[src/rtl/pcc_pkg.sv]
`timescale 1ns/1ps
package pcc_pkg;

    // Kind of host cycle after the card enables and A0 are combined.
    typedef enum logic [2:0] {
        ACC_IDLE,
        ACC_EVEN,
        ACC_ODD_LOW,
        ACC_ODD_HIGH,
        ACC_WORD
    } acc_kind_t;

    // Qualified host intent, shared by the decode and steering stages.
    typedef struct packed {
        logic attr;     // attribute space
        logic rd;       // read cycle (output enable low, write enable high)
        logic wr;       // write cycle (write enable low)
        logic lo_act;   // even bank takes part
        logic hi_act;   // odd bank takes part
        logic swap;     // odd byte travels on the low lane
        logic lo_lane;  // host bits [7:0] carry data
        logic hi_lane;  // host bits [15:8] carry data
    } host_ctrl_t;

endpackage

[src/rtl/pcc_host_qual.sv]
`timescale 1ns/1ps
module pcc_host_qual
    import pcc_pkg::*;
(
    input  logic       isolate,
    input  logic       reg_n,
    input  logic       ce_even_n,
    input  logic       ce_odd_n,
    input  logic       oe_n,
    input  logic       we_n,
    input  logic       a0,
    output acc_kind_t  kind,
    output host_ctrl_t ctrl
);

    logic reg_eff_n;
    logic cee_eff_n;
    logic ceo_eff_n;
    logic oe_eff_n;
    logic we_eff_n;

    // Isolation parks every host control at its inactive level.
    always_comb begin
        reg_eff_n = reg_n     | isolate;
        cee_eff_n = ce_even_n | isolate;
        ceo_eff_n = ce_odd_n  | isolate;
        oe_eff_n  = oe_n      | isolate;
        we_eff_n  = we_n      | isolate;
    end

    always_comb begin
        unique case ({cee_eff_n, ceo_eff_n})
            2'b00:   kind = ACC_WORD;
            2'b01:   kind = a0 ? ACC_ODD_LOW : ACC_EVEN;
            2'b10:   kind = ACC_ODD_HIGH;
            default: kind = ACC_IDLE;
        endcase
    end

    always_comb begin
        ctrl         = '0;
        ctrl.attr    = !reg_eff_n;
        ctrl.wr      = !we_eff_n;
        ctrl.rd      = !oe_eff_n && we_eff_n;
        ctrl.lo_act  = (kind == ACC_EVEN) || (kind == ACC_WORD);
        ctrl.hi_act  = (kind == ACC_ODD_LOW) || (kind == ACC_ODD_HIGH) || (kind == ACC_WORD);
        ctrl.swap    = (kind == ACC_ODD_LOW);
        ctrl.lo_lane = (kind == ACC_EVEN) || (kind == ACC_ODD_LOW) || (kind == ACC_WORD);
        ctrl.hi_lane = (kind == ACC_ODD_HIGH) || (kind == ACC_WORD);
    end

endmodule

[src/rtl/pcc_pair_decode.sv]
`timescale 1ns/1ps
module pcc_pair_decode #(
    parameter int ADDR_W   = 26,
    parameter int NPAIR    = 8,
    parameter int SMALL_AW = 17,
    parameter int BIG_AW   = 19,
    parameter int ATTR_AW  = 11
) (
    input  logic [ADDR_W-1:0]  addr,
    input  logic               big_parts,
    output logic [NPAIR-1:0]   pair_hit,
    output logic [BIG_AW-1:0]  comp_addr,
    output logic [ATTR_AW-1:0] attr_addr
);

    localparam int PAIR_W   = $clog2(NPAIR);
    localparam int SMALL_LO = SMALL_AW + 1;
    localparam int BIG_LO   = BIG_AW + 1;
    localparam int TOP_USED = BIG_LO + PAIR_W;

    logic [PAIR_W-1:0] pair_idx;
    logic              unused_addr_bits;

    // The pair field sits just above the in-device address; its position
    // moves with the component size.
    always_comb begin
        comp_addr = '0;
        if (big_parts) begin
            pair_idx  = addr[BIG_LO +: PAIR_W];
            comp_addr = addr[1 +: BIG_AW];
        end else begin
            pair_idx                = addr[SMALL_LO +: PAIR_W];
            comp_addr[SMALL_AW-1:0] = addr[1 +: SMALL_AW];
        end
        attr_addr = addr[1 +: ATTR_AW];
    end

    generate
        for (genvar p = 0; p < NPAIR; p++) begin : g_pair
            assign pair_hit[p] = (pair_idx == PAIR_W'(p));
        end
    endgenerate

    // A0 is consumed by the lane logic; bits above the pair field are ignored.
    assign unused_addr_bits = ^{addr[ADDR_W-1:TOP_USED], addr[0]};

endmodule

[src/rtl/pcc_lane_steer.sv]
`timescale 1ns/1ps
module pcc_lane_steer
    import pcc_pkg::*;
#(
    parameter int                LANE_W   = 8,
    parameter logic [LANE_W-1:0] ODD_FILL = '1
) (
    input  host_ctrl_t            ctrl,
    input  logic [2*LANE_W-1:0]   host_wdata,
    input  logic [LANE_W-1:0]     lo_rdata,
    input  logic [LANE_W-1:0]     hi_rdata,
    input  logic [LANE_W-1:0]     attr_rdata,
    output logic [2*LANE_W-1:0]   host_rdata,
    output logic                  lane_lo_oe,
    output logic                  lane_hi_oe,
    output logic [LANE_W-1:0]     lo_wdata,
    output logic [LANE_W-1:0]     hi_wdata
);

    logic [LANE_W-1:0] even_src;
    logic [LANE_W-1:0] odd_src;

    // The attribute store has no odd half; odd bytes read as the fill value.
    always_comb begin
        even_src = ctrl.attr ? attr_rdata : lo_rdata;
        odd_src  = ctrl.attr ? ODD_FILL   : hi_rdata;
    end

    always_comb begin
        lane_lo_oe = ctrl.rd && ctrl.lo_lane;
        lane_hi_oe = ctrl.rd && ctrl.hi_lane;
        host_rdata = '0;
        if (lane_lo_oe) begin
            host_rdata[LANE_W-1:0] = ctrl.swap ? odd_src : even_src;
        end
        if (lane_hi_oe) begin
            host_rdata[2*LANE_W-1:LANE_W] = odd_src;
        end
    end

    // Odd byte written through the low lane is moved up to the odd bank.
    always_comb begin
        lo_wdata = host_wdata[LANE_W-1:0];
        hi_wdata = ctrl.swap ? host_wdata[LANE_W-1:0] : host_wdata[2*LANE_W-1:LANE_W];
    end

endmodule

[src/rtl/pcc_sram_decoder.sv]
`timescale 1ns/1ps
module pcc_sram_decoder
    import pcc_pkg::*;
#(
    parameter int                ADDR_W   = 26,
    parameter int                NPAIR    = 8,
    parameter int                SMALL_AW = 17,
    parameter int                BIG_AW   = 19,
    parameter int                ATTR_AW  = 11,
    parameter int                LANE_W   = 8,
    parameter logic [LANE_W-1:0] ODD_FILL = '1
) (
    input  logic                 clk,
    input  logic                 rst_n,
    input  logic                 big_parts,
    input  logic                 isolate,
    input  logic                 wp_sw,
    input  logic                 reg_n,
    input  logic                 ce_even_n,
    input  logic                 ce_odd_n,
    input  logic                 oe_n,
    input  logic                 we_n,
    input  logic [ADDR_W-1:0]    addr,
    input  logic [2*LANE_W-1:0]  host_wdata,
    input  logic [LANE_W-1:0]    lo_rdata,
    input  logic [LANE_W-1:0]    hi_rdata,
    input  logic [LANE_W-1:0]    attr_rdata,
    output logic [NPAIR-1:0]     pair_sel_n,
    output logic [BIG_AW-1:0]    comp_addr,
    output logic [ATTR_AW-1:0]   attr_addr,
    output logic                 lo_rd_n,
    output logic                 hi_rd_n,
    output logic                 lo_wr_n,
    output logic                 hi_wr_n,
    output logic                 attr_cs_n,
    output logic                 attr_rd_n,
    output logic                 attr_wr_n,
    output logic [LANE_W-1:0]    lo_wdata,
    output logic [LANE_W-1:0]    hi_wdata,
    output logic [2*LANE_W-1:0]  host_rdata,
    output logic                 lane_lo_oe,
    output logic                 lane_hi_oe,
    output logic                 wait_n,
    output logic                 wp_flag
);

    localparam int DATA_W = 2 * LANE_W;

    typedef struct packed {
        logic [NPAIR-1:0]   pair_sel_n;
        logic [BIG_AW-1:0]  comp_addr;
        logic [ATTR_AW-1:0] attr_addr;
        logic               lo_rd_n;
        logic               hi_rd_n;
        logic               lo_wr_n;
        logic               hi_wr_n;
        logic               attr_cs_n;
        logic               attr_rd_n;
        logic               attr_wr_n;
        logic [LANE_W-1:0]  lo_wdata;
        logic [LANE_W-1:0]  hi_wdata;
        logic [DATA_W-1:0]  host_rdata;
        logic               lane_lo_oe;
        logic               lane_hi_oe;
        logic               wp_flag;
    } outs_t;

    acc_kind_t          kind;
    host_ctrl_t         ctrl;
    logic [NPAIR-1:0]   pair_hit;
    logic [BIG_AW-1:0]  comp_addr_c;
    logic [ATTR_AW-1:0] attr_addr_c;
    logic [DATA_W-1:0]  host_rdata_c;
    logic               lane_lo_oe_c;
    logic               lane_hi_oe_c;
    logic [LANE_W-1:0]  lo_wdata_c;
    logic [LANE_W-1:0]  hi_wdata_c;
    logic               unused_kind;
    outs_t              out_d;
    outs_t              out_q;

    pcc_host_qual u_qual (
        .isolate   (isolate),
        .reg_n     (reg_n),
        .ce_even_n (ce_even_n),
        .ce_odd_n  (ce_odd_n),
        .oe_n      (oe_n),
        .we_n      (we_n),
        .a0        (addr[0]),
        .kind      (kind),
        .ctrl      (ctrl)
    );

    pcc_pair_decode #(
        .ADDR_W   (ADDR_W),
        .NPAIR    (NPAIR),
        .SMALL_AW (SMALL_AW),
        .BIG_AW   (BIG_AW),
        .ATTR_AW  (ATTR_AW)
    ) u_dec (
        .addr      (addr),
        .big_parts (big_parts),
        .pair_hit  (pair_hit),
        .comp_addr (comp_addr_c),
        .attr_addr (attr_addr_c)
    );

    pcc_lane_steer #(
        .LANE_W   (LANE_W),
        .ODD_FILL (ODD_FILL)
    ) u_steer (
        .ctrl       (ctrl),
        .host_wdata (host_wdata),
        .lo_rdata   (lo_rdata),
        .hi_rdata   (hi_rdata),
        .attr_rdata (attr_rdata),
        .host_rdata (host_rdata_c),
        .lane_lo_oe (lane_lo_oe_c),
        .lane_hi_oe (lane_hi_oe_c),
        .lo_wdata   (lo_wdata_c),
        .hi_wdata   (hi_wdata_c)
    );

    assign unused_kind = ^kind;

    // Next-value logic: strobes for both spaces, gated by write protection.
    always_comb begin
        logic common;
        logic any_bank;
        logic wr_ok;
        common   = !ctrl.attr;
        any_bank = ctrl.lo_act || ctrl.hi_act;
        wr_ok    = ctrl.wr && !wp_sw;

        out_d            = '0;
        out_d.pair_sel_n = (common && any_bank) ? ~pair_hit : '1;
        out_d.comp_addr  = comp_addr_c;
        out_d.attr_addr  = attr_addr_c;
        out_d.lo_rd_n    = !(common && ctrl.rd && ctrl.lo_act);
        out_d.hi_rd_n    = !(common && ctrl.rd && ctrl.hi_act);
        out_d.lo_wr_n    = !(common && wr_ok && ctrl.lo_act);
        out_d.hi_wr_n    = !(common && wr_ok && ctrl.hi_act);
        out_d.attr_cs_n  = !(ctrl.attr && any_bank);
        out_d.attr_rd_n  = !(ctrl.attr && ctrl.rd && any_bank);
        out_d.attr_wr_n  = !(ctrl.attr && wr_ok && ctrl.lo_act);
        out_d.lo_wdata   = lo_wdata_c;
        out_d.hi_wdata   = hi_wdata_c;
        out_d.host_rdata = host_rdata_c;
        out_d.lane_lo_oe = lane_lo_oe_c;
        out_d.lane_hi_oe = lane_hi_oe_c;
        out_d.wp_flag    = wp_sw;
    end

    always_ff @(posedge clk) begin
        if (!rst_n) begin
            out_q            <= '0;
            out_q.pair_sel_n <= '1;
            out_q.lo_rd_n    <= 1'b1;
            out_q.hi_rd_n    <= 1'b1;
            out_q.lo_wr_n    <= 1'b1;
            out_q.hi_wr_n    <= 1'b1;
            out_q.attr_cs_n  <= 1'b1;
            out_q.attr_rd_n  <= 1'b1;
            out_q.attr_wr_n  <= 1'b1;
        end else begin
            out_q <= out_d;
        end
    end

    assign pair_sel_n = out_q.pair_sel_n;
    assign comp_addr  = out_q.comp_addr;
    assign attr_addr  = out_q.attr_addr;
    assign lo_rd_n    = out_q.lo_rd_n;
    assign hi_rd_n    = out_q.hi_rd_n;
    assign lo_wr_n    = out_q.lo_wr_n;
    assign hi_wr_n    = out_q.hi_wr_n;
    assign attr_cs_n  = out_q.attr_cs_n;
    assign attr_rd_n  = out_q.attr_rd_n;
    assign attr_wr_n  = out_q.attr_wr_n;
    assign lo_wdata   = out_q.lo_wdata;
    assign hi_wdata   = out_q.hi_wdata;
    assign host_rdata = out_q.host_rdata;
    assign lane_lo_oe = out_q.lane_lo_oe;
    assign lane_hi_oe = out_q.lane_hi_oe;
    assign wp_flag    = out_q.wp_flag;
    assign wait_n     = 1'b1;

    AST_STANDBY_IDLE: assert property (@(posedge clk) disable iff (!rst_n)
        $past(ce_even_n && ce_odd_n) |-> (&pair_sel_n && attr_cs_n && !lane_lo_oe && !lane_hi_oe));

    AST_ATTR_NO_COMMON: assert property (@(posedge clk) disable iff (!rst_n)
        !attr_cs_n |-> (&pair_sel_n && lo_rd_n && hi_rd_n && lo_wr_n && hi_wr_n));

    AST_PAIR_ONEHOT: assert property (@(posedge clk) disable iff (!rst_n)
        $onehot0(~pair_sel_n));

    AST_WP_NO_WRITE: assert property (@(posedge clk) disable iff (!rst_n)
        wp_flag |-> (lo_wr_n && hi_wr_n && attr_wr_n));

    AST_ISOLATE_IDLE: assert property (@(posedge clk) disable iff (!rst_n)
        $past(isolate) |-> (&pair_sel_n && attr_cs_n && lo_wr_n && hi_wr_n && !lane_lo_oe && !lane_hi_oe));

    AST_WRITE_NO_DRIVE: assert property (@(posedge clk) disable iff (!rst_n)
        !(lo_wr_n && hi_wr_n && attr_wr_n) |-> (!lane_lo_oe && !lane_hi_oe && lo_rd_n && hi_rd_n));

endmodule

[config.mk]
export PLATFORM = sky130hd
export DESIGN_NAME = pcc_sram_decoder
export DESIGN_NICKNAME = d
export VERILOG_FILES = /design/src/rtl/pcc_pkg.sv /design/src/rtl/pcc_host_qual.sv /design/src/rtl/pcc_pair_decode.sv /design/src/rtl/pcc_lane_steer.sv /design/src/rtl/pcc_sram_decoder.sv
export SDC_FILE = /design/constraint.sdc
export NUM_CORES = 1
export LEC_CHECK = 0
export BUFFER_PORTS_ARGS = -buffer_cell sky130_fd_sc_hd__buf_2
export CELL_PAD_IN_SITES_DETAIL_PLACEMENT = 2
export CELL_PAD_IN_SITES_GLOBAL_PLACEMENT = 2
export CORE_MARGIN = 2
export CORE_UTILIZATION = 25
export CTS_BUF_LIST = sky130_fd_sc_hd__clkbuf_8
export CTS_CLUSTER_SIZE = 16
export DETAILED_ROUTE_END_ITERATION = 12
export GPL_TIMING_DRIVEN = 1
export PLACE_DENSITY_LB_ADDON = 0.1
export RECOVER_POWER = 25
export SLEW_MARGIN = 15
export SYNTH_ARGS = -nofsm -noshare
export SYNTH_HDL_FRONTEND = slang
export SYNTH_SLANG_ARGS = --single-unit
[constraint.sdc]
create_clock -name clk -period 2.2 [get_ports clk]
set_clock_uncertainty 0.05 [all_clocks]
set_input_delay 0.22 -clock clk [delete_from_list [all_inputs] [get_ports clk]]
set_output_delay 0.22 -clock clk [all_outputs]
set_load 0.02 [all_outputs]
==> impl_results.md, run 1 <==
- Outcome: finished clean
- Drt via density: 4.15
- # diodes: 0
- DR iter-0 viols: 35
- Unique masters post-synth: 27
- Compound-cell area share of the yosys netlist: 8.61%
- Inst Count DP: 491
- Synth Area in Adders: 0%
- Worst min-delay path category: in2reg
- Largest vdd supply drop: about 0.22 mV
- Vias in the first global route: ~2,200
- Max-slew violations: 0
- Largest net degree at the start of global routing: 22
- Post-synthesis simple-gate area fraction: 21.7%
- Initial Util: 25.8%
- Mapped Area: 0.00238 sq mm
- Setup_tns: 0 ps
- Post-DR wirelength/cell: approximately 14 microns
- Overall power: 2.50 mW
- H-tree depth: 3
- Crit. Startpoint: ce_even_n
- Setup violators final: 0
- Pwr/cell area: 750 mW/mm^2
- TritonRoute pass-1 iters: 3
- Clock buffer depth: 2
- DRT antenna net count: 0
- Sink Count: around 70
- RSZ-0062 raised after global routing: no
- Crit share post-route: 68.2%
- Synthesized flop and latch total: 69
- Max Freq: between 600 and 700 MHz
- Area grow syn2layout: 39.9%
- Slew @ Worst Pin: a little over 900 ps
- Yosys synthesis warning count: 0
- Total grt overflow: 0
- Die Y: 102 microns
- Routed wire length: approximately 7200 microns
- Tmin final: 1500 ps
- First-pass GRT wire length: around 11,000 microns
- Io pins: roughly 160
- Max FO, Critical Path: 16
- Critical Path AT: 1700 ps
- Most frequent cells in the layout: buf_2, dfxtp_1, nand2_1, nor2_1, and2_1
- Number of CTS-inserted buffers: 9
- Final std cells w/o fill: roughly 510
- GRT Total Usage: 14.1%
- Num rows: 35
- Remaining DRCs: 0
- Die area: 0.0103 sq mm
- Max_slew headroom: 38.5%
- Proportion of synthesized area in mux cells: 3.78%
- Nets: 449
- Die W: 102 microns
- CTS tree: yes
- Worst setup endpoint: host_rdata[7]$_SDFF_PN0_
- Clk slew on worst S/H paths: 70 ps
- Mapped Cells: 230
- Vias post-DR: approximately 2,100
- Number of setup buffers added after CTS: 0
- Initial antenna violation count: 0
- Seq/Total Area, Yosys: between 50% and 60%
- Core ar.: 0.00924 sq mm
- Largest family of logic cells by synthesized area: simple AND/OR/NAND/NOR gates
- Port bufs: 152
- Critical path class: in2reg
- Layout cells sized above 1: 46.3%
- WP data required: approximately 2400 ps
- Most common cell after layout, fill and taps aside: buf_2
- Max Cap Violations: 0
- Detailed-placement wirelength estimate: 5560 microns
- Avg Inst Size Synth: roughly 10 sq um
- Hold Violations, Final: 0
- Gpl congestion: 0.706
- Crit end category: register
- Post-synthesis xor/xnor area fraction: 0%
- Syn Nets: 306
- CP Launch Type: primary input
- Cts hold-fix bufs: 0
- Leak: 1.67 nW
- Cts repair resizes: 0
- Root buffer cell: clkbuf_8
sequential cells by signal, summed over array words and instances, names as in the netlist:
| signal | flops |
|---|---|
| comp_addr | 19 |
| host_rdata | 16 |
| hi_wdata | 8 |
| lo_wdata | 8 |
| pair_sel_n | 8 |
| attr_cs_n | 1 |
| attr_rd_n | 1 |
| attr_wr_n | 1 |
| hi_rd_n | 1 |
| hi_wr_n | 1 |
| lane_hi_oe | 1 |
| lane_lo_oe | 1 |
| lo_rd_n | 1 |
| lo_wr_n | 1 |
| wp_flag | 1 |
worst max-delay path, cell delays in order:
cell and delay (ps):
buf_2 130, and4bb_1 260, clkbuf_1 690, nor3_1 150, a211oi_2 240
worst min-delay path by stage:
| stage | start | endpoint | cells after the start |
|---|---|---|---|
| after CTS | addr[17] | comp_addr[16]$_SDFF_PN0_ | 2 |
| after global placement | addr[8] | comp_addr[7]$_SDFF_PN0_ | 2 |
| after detailed placement | addr[17] | comp_addr[16]$_SDFF_PN0_ | 2 |
| after global routing | addr[3] | comp_addr[2]$_SDFF_PN0_ | 2 |
| final | addr[3] | comp_addr[2]$_SDFF_PN0_ | 2 |
| after floorplan | reg_n | lo_rd_n$_SDFF_PN1_ | 1 |
final cells by class:
type | count | area (sq um)
Fill cell | 1068 | 5900
Sequential cell | 69 | 1380
Multi-Input combinational cell | 131 | 817
Timing Repair Buffer | 157 | 786
Tap cell | 129 | 161
Clock buffer | 11 | 151
Clock inverter | 5 | 20.0
Inverter | 5 | 18.8
synth_stat cells (all sizes together):
cell type / count / area, sq um
a211oi: 8 / 100
a21boi: 8 / 60.1
a21oi: 2 / 10.0
and2: 27 / 169
and3: 2 / 12.5
and4bb: 1 / 12.5
buf: 20 / 148
clkbuf: 5 / 18.8
conb: 1 / 3.75
dfxtp: 69 / 1380
inv: 5 / 18.8
mux2i: 9 / 90.1
nand2: 26 / 97.6
nand2b: 2 / 12.5
nand3: 3 / 15.0
nand3b: 4 / 30.0
nand4bb: 1 / 11.3
nor2: 18 / 67.6
nor3: 9 / 45.0
nor3b: 1 / 12.5
o32ai: 4 / 35.0
or2: 1 / 6.26
or3: 3 / 18.8
or4: 1 / 7.51
where the power goes:
group / switching, mW / internal, mW / leakage (nW)
Clock: 0.440 / 0.453 / 0.104
Sequential: 0.0106 / 1.29 / 0.567
Combinational: 0.181 / 0.123 / 1.00
metrics by stage:
| step | cell area [sq um] | hold WS, ps | setup slack, ps | util (%) |
|---|---|---|---|---|
| detailed placement | 3180 | 382 | 683 | 34.4 |
| global route | 3340 | 27.3 | 576 | 36.1 |
| finish | 3340 | 40.9 | 699 | 36.1 |
| global placement | 3180 | 376 | 720 | 34.4 |
| CTS | 3350 | 20.3 | 1020 | 36.2 |
| floorplan | 2380 | 242 | 1020 | - |
kinds of logic (layout without fill, tap and decap cells):
group                  Yosys count  in the layout
flip-flops                      69             69
AO/OA/AOI/OAI                   22             22
other                            1              1
multiplexers                     9              9
buffers and inverters           30            178
AND/OR/NAND/NOR                 99             99
per-layer routing:
layer / share of wire (%) / vias to the layer above / routed length (microns) / global-route usage [%]
met4: 1.7 / 0 / 124 / 6.24
met5: 0 / - / 0 / 0
met3: 8.7 / 11 / 629 / 5.04
li1: - / 1029 / - / -
met1: 43 / 973 / 3120 / 16.8
met2: 46 / 93 / 3370 / 22.9
Power figures use the tool's default switching activity.
==> run 2: changes to the inputs <==
--- a/config.mk
+++ b/config.mk
@@ -9,7 +9,7 @@
 export CELL_PAD_IN_SITES_DETAIL_PLACEMENT = 2
 export CELL_PAD_IN_SITES_GLOBAL_PLACEMENT = 2
 export CORE_MARGIN = 2
-export CORE_UTILIZATION = 25
+export CORE_UTILIZATION = 23
 export CTS_BUF_LIST = sky130_fd_sc_hd__clkbuf_8
 export CTS_CLUSTER_SIZE = 16
 export DETAILED_ROUTE_END_ITERATION = 12
==> constraint.sdc (replaced) <==
create_clock -name clk -period 1.4 [get_ports clk]
set_clock_uncertainty 0.05 [all_clocks]
set_input_delay 0.14 -clock clk [delete_from_list [all_inputs] [get_ports clk]]
set_output_delay 0.14 -clock clk [all_outputs]
set_load 0.02 [all_outputs]
==> run 2 against run 1 <==
  * Final cell count increased by 11%
  * Die area increased by 8.4%
  * Combinational power increased by 94%
  * Sequential power increased by 58%
  * First-iteration DRC count increased by 54%
  * Power increased by 79%
  * Core utilization increased by 2.2 points
  * Largest power group unchanged
  * Highest routed layer unchanged
==> impl_results.md, run 2 (synthesis gave the netlist of run 1 again) <==
- Outcome: finished clean
- DRT antenna net count: 0 (unchanged)
- Tmin final: roughly 1300 ps
- CP Buf/Inv Count: 3 (+1)
- Gpl congestion: 0.715 (+1.3%)
- Crit share post-route: 93.6%
- Max-slew violations: 0 (unchanged)
- Max Freq: 763 MHz
- Max_slew headroom: 49.5% (+11 points)
- Layout cells sized above 1: 41.6% (-4.7 points)
- Core ar.: 0.0102 sq mm (+10%)
- Pwr/cell area: 1150 mW/mm^2 (+53%)
- Die area: 0.0112 sq mm (+8.4%)
- # diodes: 0 (unchanged)
- Number of CTS-inserted buffers: 9 (unchanged)
- Most common cell after layout, fill and taps aside: buf_2
- Total grt overflow: 0 (unchanged)
- Root buffer cell: clkbuf_8
- Largest net degree at the start of global routing: 35 (+59%)
- Area grow syn2layout: 63.8%
- Crit path depth: 5 (unchanged)
- Remaining DRCs: 0 (unchanged)
- Hold path start: host_wdata[10]
- H-tree depth: 3 (unchanged)
- CP Launch Type: primary input
- Critical path class: in2reg
- Post-DR wirelength/cell: 14.6 microns (+2.2%)
- Worst min-delay path category: in2reg
- Slowest cell on crit path: dlygate4sd3_1
- Setup_tns: 0 ps (unchanged)
- Initial antenna violation count: 0 (unchanged)
- Port bufs: 152 (unchanged)
- Most frequent cells in the layout: buf_2, dfxtp_1, dlygate4sd3_1, nand2_1, and2_1
- CP peak stage delay: 550 ps (-140 ps)
- Critical Path AT: 1480 ps (-220 ps)
- CP Cell Sequence: dlygate4sd3_1 > clkbuf_1 > nor2_1 > dlygate4sd3_1 > nand2_1
- CTS tree: yes
- Leak: 1.92 nW (+14%)
- DR iter-0 viols: 54 (+54%)
- Num rows: 37 (+5.7%)
- Max FFs per register: 19 (unchanged)
- Clock buffer depth: 2 (unchanged)
- TritonRoute pass-1 iters: 3 (unchanged)
- Hold Path Sink: hi_wdata[2]$_SDFF_PN0_
- Setup violators final: 0 (unchanged)
- Hold Violations, Final: 0 (unchanged)
- Die W: 106 microns (+4.1%)
- Slew @ Worst Pin: 756 ps (-166 ps)
- Final std cells w/o fill: 564 (+11%)
- Max FO, Critical Path: 3 (-13)
- Drt via density: 4.15 (about the same)
- Clk slew on worst S/H paths: 70 ps (about the same)
- Routed wire length: 8230 microns (+14%)
- Hold depth: 3 (+1)
- Largest vdd supply drop: 0.443 mV (+97%)
- Inst Count DP: 503 (+2.4%)
- Top cell by count, worst path: dlygate4sd3_1
- First-pass GRT wire length: 13,500 microns (+22%)
- GRT Total Usage: 15.7% (+1.5 points)
- WP data required: 1570 ps (-830 ps)
- RSZ-0062 raised after global routing: no
- Die Y: 106 microns (+4.1%)
- Vias post-DR: 2,341 (+11%)
- Sink Count: 69 (unchanged)
- Detailed-placement wirelength estimate: 5840 microns (+5.1%)
- Io pins: 157 (unchanged)
- Initial Util: 23.4% (-2.4 points)
- Nets: 499 (+11%)
- Max Cap Violations: 0 (unchanged)
- Crit end category: register
- Vias in the first global route: 2,601 (+20%)
- Top delay family on crit path: buffers and inverters
-- run 2: cell count changes in the layout (fill, tap and decap cells not counted), moves of 2 or more --
cell | before | now
dlygate4sd3_1 | 0 | 45
inv_1 | 8 | 5
a21boi_0 | 7 | 5
a21boi_1 | 1 | 3
bufinv_16 | 0 | 2
buf_4 | 2 | 6
buf_2 | 151 | 145
and2_0 | 12 | 5
and2_1 | 15 | 22
clkbuf_1 | 4 | 9
-- run 2: timing repair --
| action | 4_1_cts | 5_1_grt |
|---|---|---|
| buffers inserted | 0 | 0 |
| hold endpoints to repair | 45 | 0 |
| endpoints found under the setup margin | 0 | 2 |
| hold buffers | 45 | 0 |
| gates resized for setup | 0 | 1 |
-- run 2: worst min-delay path, stage by stage --
cell and delay (ps):
buf_2 100, nand2_1 50, a21boi_0 70
-- run 2: final cells by class --
class	instances	area (sq um)
clock buffer	11	151
clock inverter	5	73.8
fill	1180	6280
inverter	5	18.8
multi-input combinational	131	821
sequential	69	1380
tap	136	170
timing repair buffer	207	1290
-- run 2: power breakdown --
part | leakage [nW] | switching, mW | internal [mW]
sequential | 0.567 | 0.0192 | 2.03
combinational | 1.23 | 0.310 | 0.283
clock | 0.121 | 0.741 | 1.09
-- run 2: how the worst max path moves through the flow --
stage               slack, ps    start                  endpoint
floorplan                 300  isolate  host_rdata[7]$_SDFF_PN0_
global placement          120  isolate      attr_wr_n$_SDFF_PN1_
detailed placement         80  isolate      attr_wr_n$_SDFF_PN1_
CTS                        10    wp_sw      attr_wr_n$_SDFF_PN1_
global route               20    wp_sw        hi_wr_n$_SDFF_PN1_
finish                     90    wp_sw        hi_wr_n$_SDFF_PN1_
-- run 2: routing by layer --
metal / vias to the layer above / global-route usage, % / routed length (microns)
met5: - / 0 / 0
met4: 0 / 5.64 / 126
met3: 8 / 5.13 / 636
met2: 93 / 27.0 / 4070
met1: 1113 / 18.0 / 3400
li1: 1127 / - / -
-- run 2: stage by stage --
step                instance area (sq um)  hold slack (ps)  util (%)  setup slack (ps)  power (mW)
finish                               3900             32.4      38.3              90.2        4.47
CTS                                  3920             2.38      38.5              11.3        4.57
detailed placement                   3250              299      31.9              79.2        2.60
global route                         3900             35.8      38.3              15.3        4.72
global placement                     3250              296      31.9               120        2.59
floorplan                            2380              162         -               300        2.38
==> run 3: changes to the inputs <==
--- a/config.mk
+++ b/config.mk
@@ -11,10 +11,9 @@
 export CORE_MARGIN = 2
 export CORE_UTILIZATION = 23
 export CTS_BUF_LIST = sky130_fd_sc_hd__clkbuf_8
-export CTS_CLUSTER_SIZE = 16
 export DETAILED_ROUTE_END_ITERATION = 12
 export GPL_TIMING_DRIVEN = 1
-export PLACE_DENSITY_LB_ADDON = 0.1
+export PLACE_DENSITY = 0.9
 export RECOVER_POWER = 25
 export SLEW_MARGIN = 15
 export SYNTH_ARGS = -nofsm -noshare
==> run 3 against run 2 <==
  * Sequential share of layout area up 0.14 points
  * Critical path depth unchanged
  * Setup slack got worse by 37 ps
  * Hold slack worse by 14 ps
  * Critical path type unchanged
  * Critical endpoint unchanged
  * Largest cell class unchanged
  * Largest power group unchanged
  * Highest routed layer unchanged
==> impl_results.md, run 3 (synthesis gave the netlist of run 1 again) <==
- DP Worst Slack: 77.4 ps (-1.79 ps)
- CP Launch Type: primary input
- CP Cell Sequence: dlygate4sd3_1 > clkbuf_1 > nor2_1 > dlygate4sd3_1 > nand2_1
- Number of CTS-inserted buffers: 9 (unchanged)
- Worst min-delay path category: in2reg
- CP Buf/Inv Count: 3 (unchanged)
- CP peak stage delay: 570 ps (+20 ps)
- Detailed-placement wirelength estimate: 6220 microns (+6.5%)
- Post-route design area: 0.00389 sq mm (-0.38%)
- Max_slew headroom: 62.4% (+13 points)
- Gpl congestion: 0.800 (+12%)
- Remaining DRCs: 0 (unchanged)
- Clk pwr share: 42.5% (+1.6 points)
- RSZ-0062 raised after global routing: no
- Number of setup buffers added after CTS: 0 (unchanged)
- Final std cells w/o fill: 556 (-1.4%)
- Num rows: 37 (unchanged)
- Vias post-DR: 2,387 (+2.0%)
- Largest vdd supply drop: 0.514 mV (+16%)
- Crit. Startpoint: wp_sw
- Tmin final: 1350 ps (+37.1 ps)
- # diodes: 0 (unchanged)
- Setup violators final: 0 (unchanged)
- Layout cells sized above 1: 43.1% (+1.5 points)
- Net Sw Power: 1.15 mW (+7.3%)
- Logic pwr share: 13.2% (about the same)
- Pwr/cell area: 1190 mW/mm^2 (+4.0%)
- Area grow syn2layout: 63.1%
- Register area: 0.00138 sq mm (unchanged)
- Root buffer cell: clkbuf_8
- Core ar.: 0.0102 sq mm (unchanged)
- First-pass GRT wire length: 15,400 microns (+14%)
- Core Util, Final: 38.2% (-0.15 points)
- Post-DP Area: 0.00326 sq mm (+0.31%)
- Hold Violations, Final: 0 (unchanged)
- Initial antenna violation count: 0 (unchanged)
- CTS tree: yes
- DR iter-0 viols: 33 (-39%)
- Post-DR wirelength/cell: 17.8 microns (+22%)
- Vias in the first global route: 2,771 (+6.5%)
- Die Y: 106 microns (unchanged)
- Crit end category: register
- Top delay family on crit path: buffers and inverters
- Most common cell after layout, fill and taps aside: buf_2
- DRT antenna net count: 0 (unchanged)
- Most frequent cells in the layout: buf_2, dfxtp_1, dlygate4sd3_1, nand2_1, nor2_1
- Leak: 1.89 nW (-1.3%)
- Fill cells: 1,154 (-2.2%)
- Setup_tns: 0 ps (unchanged)
- Drt via density: 4.29 (+3.4%)
- Critical Path AT: 1520 ps (+40 ps)
- Max Freq: 742 MHz (-2.8%)
- Top cell by count, worst path: dlygate4sd3_1
- Max FFs per register: 19 (unchanged)
- WP data required: 1570 ps (about the same)
- Io pins: 157 (unchanged)
- Initial Util: 23.4% (unchanged)
- Clock buffer depth: 2 (unchanged)
- Max Cap Violations: 0 (unchanged)
- Clk slew on worst S/H paths: 80 ps (about the same)
- Routed wire length: 9910 microns (+20%)
- Outcome: finished clean
- Nets: 492 (-1.4%)
- Largest net degree at the start of global routing: 36 (+2.9%)
- Slowest cell on crit path: dlygate4sd3_1
- Inst Count DP: 501 (-0.40%)
- TritonRoute pass-1 iters: 4 (+1)
- Die W: 106 microns (unchanged)
- Port bufs: 152 (unchanged)
- Max-slew violations: 0 (unchanged)
- Slew @ Worst Pin: 564 ps (-192 ps)
- Sink Count: 69 (unchanged)
- Sw frac: 24.8% (+0.85 points)
- GRT Total Usage: 18.2% (+2.5 points)
- Sequential share of power: 44.3% (-1.5 points)
- Total grt overflow: 0 (unchanged)
- Max FO, Critical Path: 3 (unchanged)
- Pint: 3.48 mW (+2.4%)
- Crit share post-route: 96.2% (+2.7 points)
- Hold path start: hi_rdata[0]
- Critical path class: in2reg
- H-tree depth: 3 (unchanged)
- Multi-input gate area: 821 sq um (unchanged)
- Setup slack after layout: 53.1 ps (-37.1 ps)
- Die area: 0.0112 sq mm (unchanged)
[run 3: changes by cell type in the layout (fill, tap and decap cells not counted), sizes merged]
| cell | previous run | this run |
|---|---|---|
| clkbuf | 20 | 14 |
| dlygate4sd3 | 45 | 40 |
| buf | 152 | 155 |
| bufinv | 2 | 3 |
| clkinv | 2 | 3 |
| dlymetal6s2s | 1 | 0 |
| inv | 6 | 5 |
[run 3: final cells by class]
cell class,instances,share of cell area [%]
Clock buffer,9,3.19
Clock inverter,6,2.90
Inverter,5,0.483
Multi-Input combinational cell,131,21.1
Sequential cell,69,35.5
Tap cell,136,4.38
Timing Repair Buffer,200,32.4
[run 3: final timing paths]
| path | endpoint | slack (ps) | cells past startpoint |
|---|---|---|---|
| worst max-delay path | hi_wr_n$_SDFF_PN1_ | 50 | 5 |
| worst min-delay path | host_rdata[8]$_SDFF_PN0_ | 20 | 3 |
[run 3: tightest hold or removal path, delay by kind of cell]
kind          cells  cell delay, ps
buf+inv           1             110
simple gates      2             120
[run 3: power groups by stage]
stage	logic [mW]	clock network (mW)	registers, mW
6_report	0.612	1.97	2.05
5_1_grt	0.662	2.12	2.06
4_1_cts	0.606	2.03	2.05
3_5_place_dp	0.517	0	2.10
3_3_place_gp	0.496	0	2.09
2_1_floorplan	0.193	0	2.18
[run 3: stage by stage]
stage / hold slack, ps / power [mW]
2_1_floorplan: 162 / 2.38
3_3_place_gp: 295 / 2.59
3_5_place_dp: 301 / 2.61
4_1_cts: 1.70 / 4.68
5_1_grt: 19.8 / 4.84
6_report: 18.7 / 4.63
[run 3: metal layers]
metal / vias to the layer above / track usage, % / wire length (microns)
li1: 1115 / - / -
met3: 11 / 4.82 / 732
met2: 118 / 35.7 / 5470
met5: - / 0 / 0
met1: 1143 / 18.4 / 3580
met4: 0 / 5.83 / 133
[run 3: repair_timing]
item / 4_1_cts / 5_1_grt
hold endpoints to repair: 40 / 0
setup endpoints to repair: 0 / 2
resized for setup: 0 / 1
hold buffers: 40 / 0
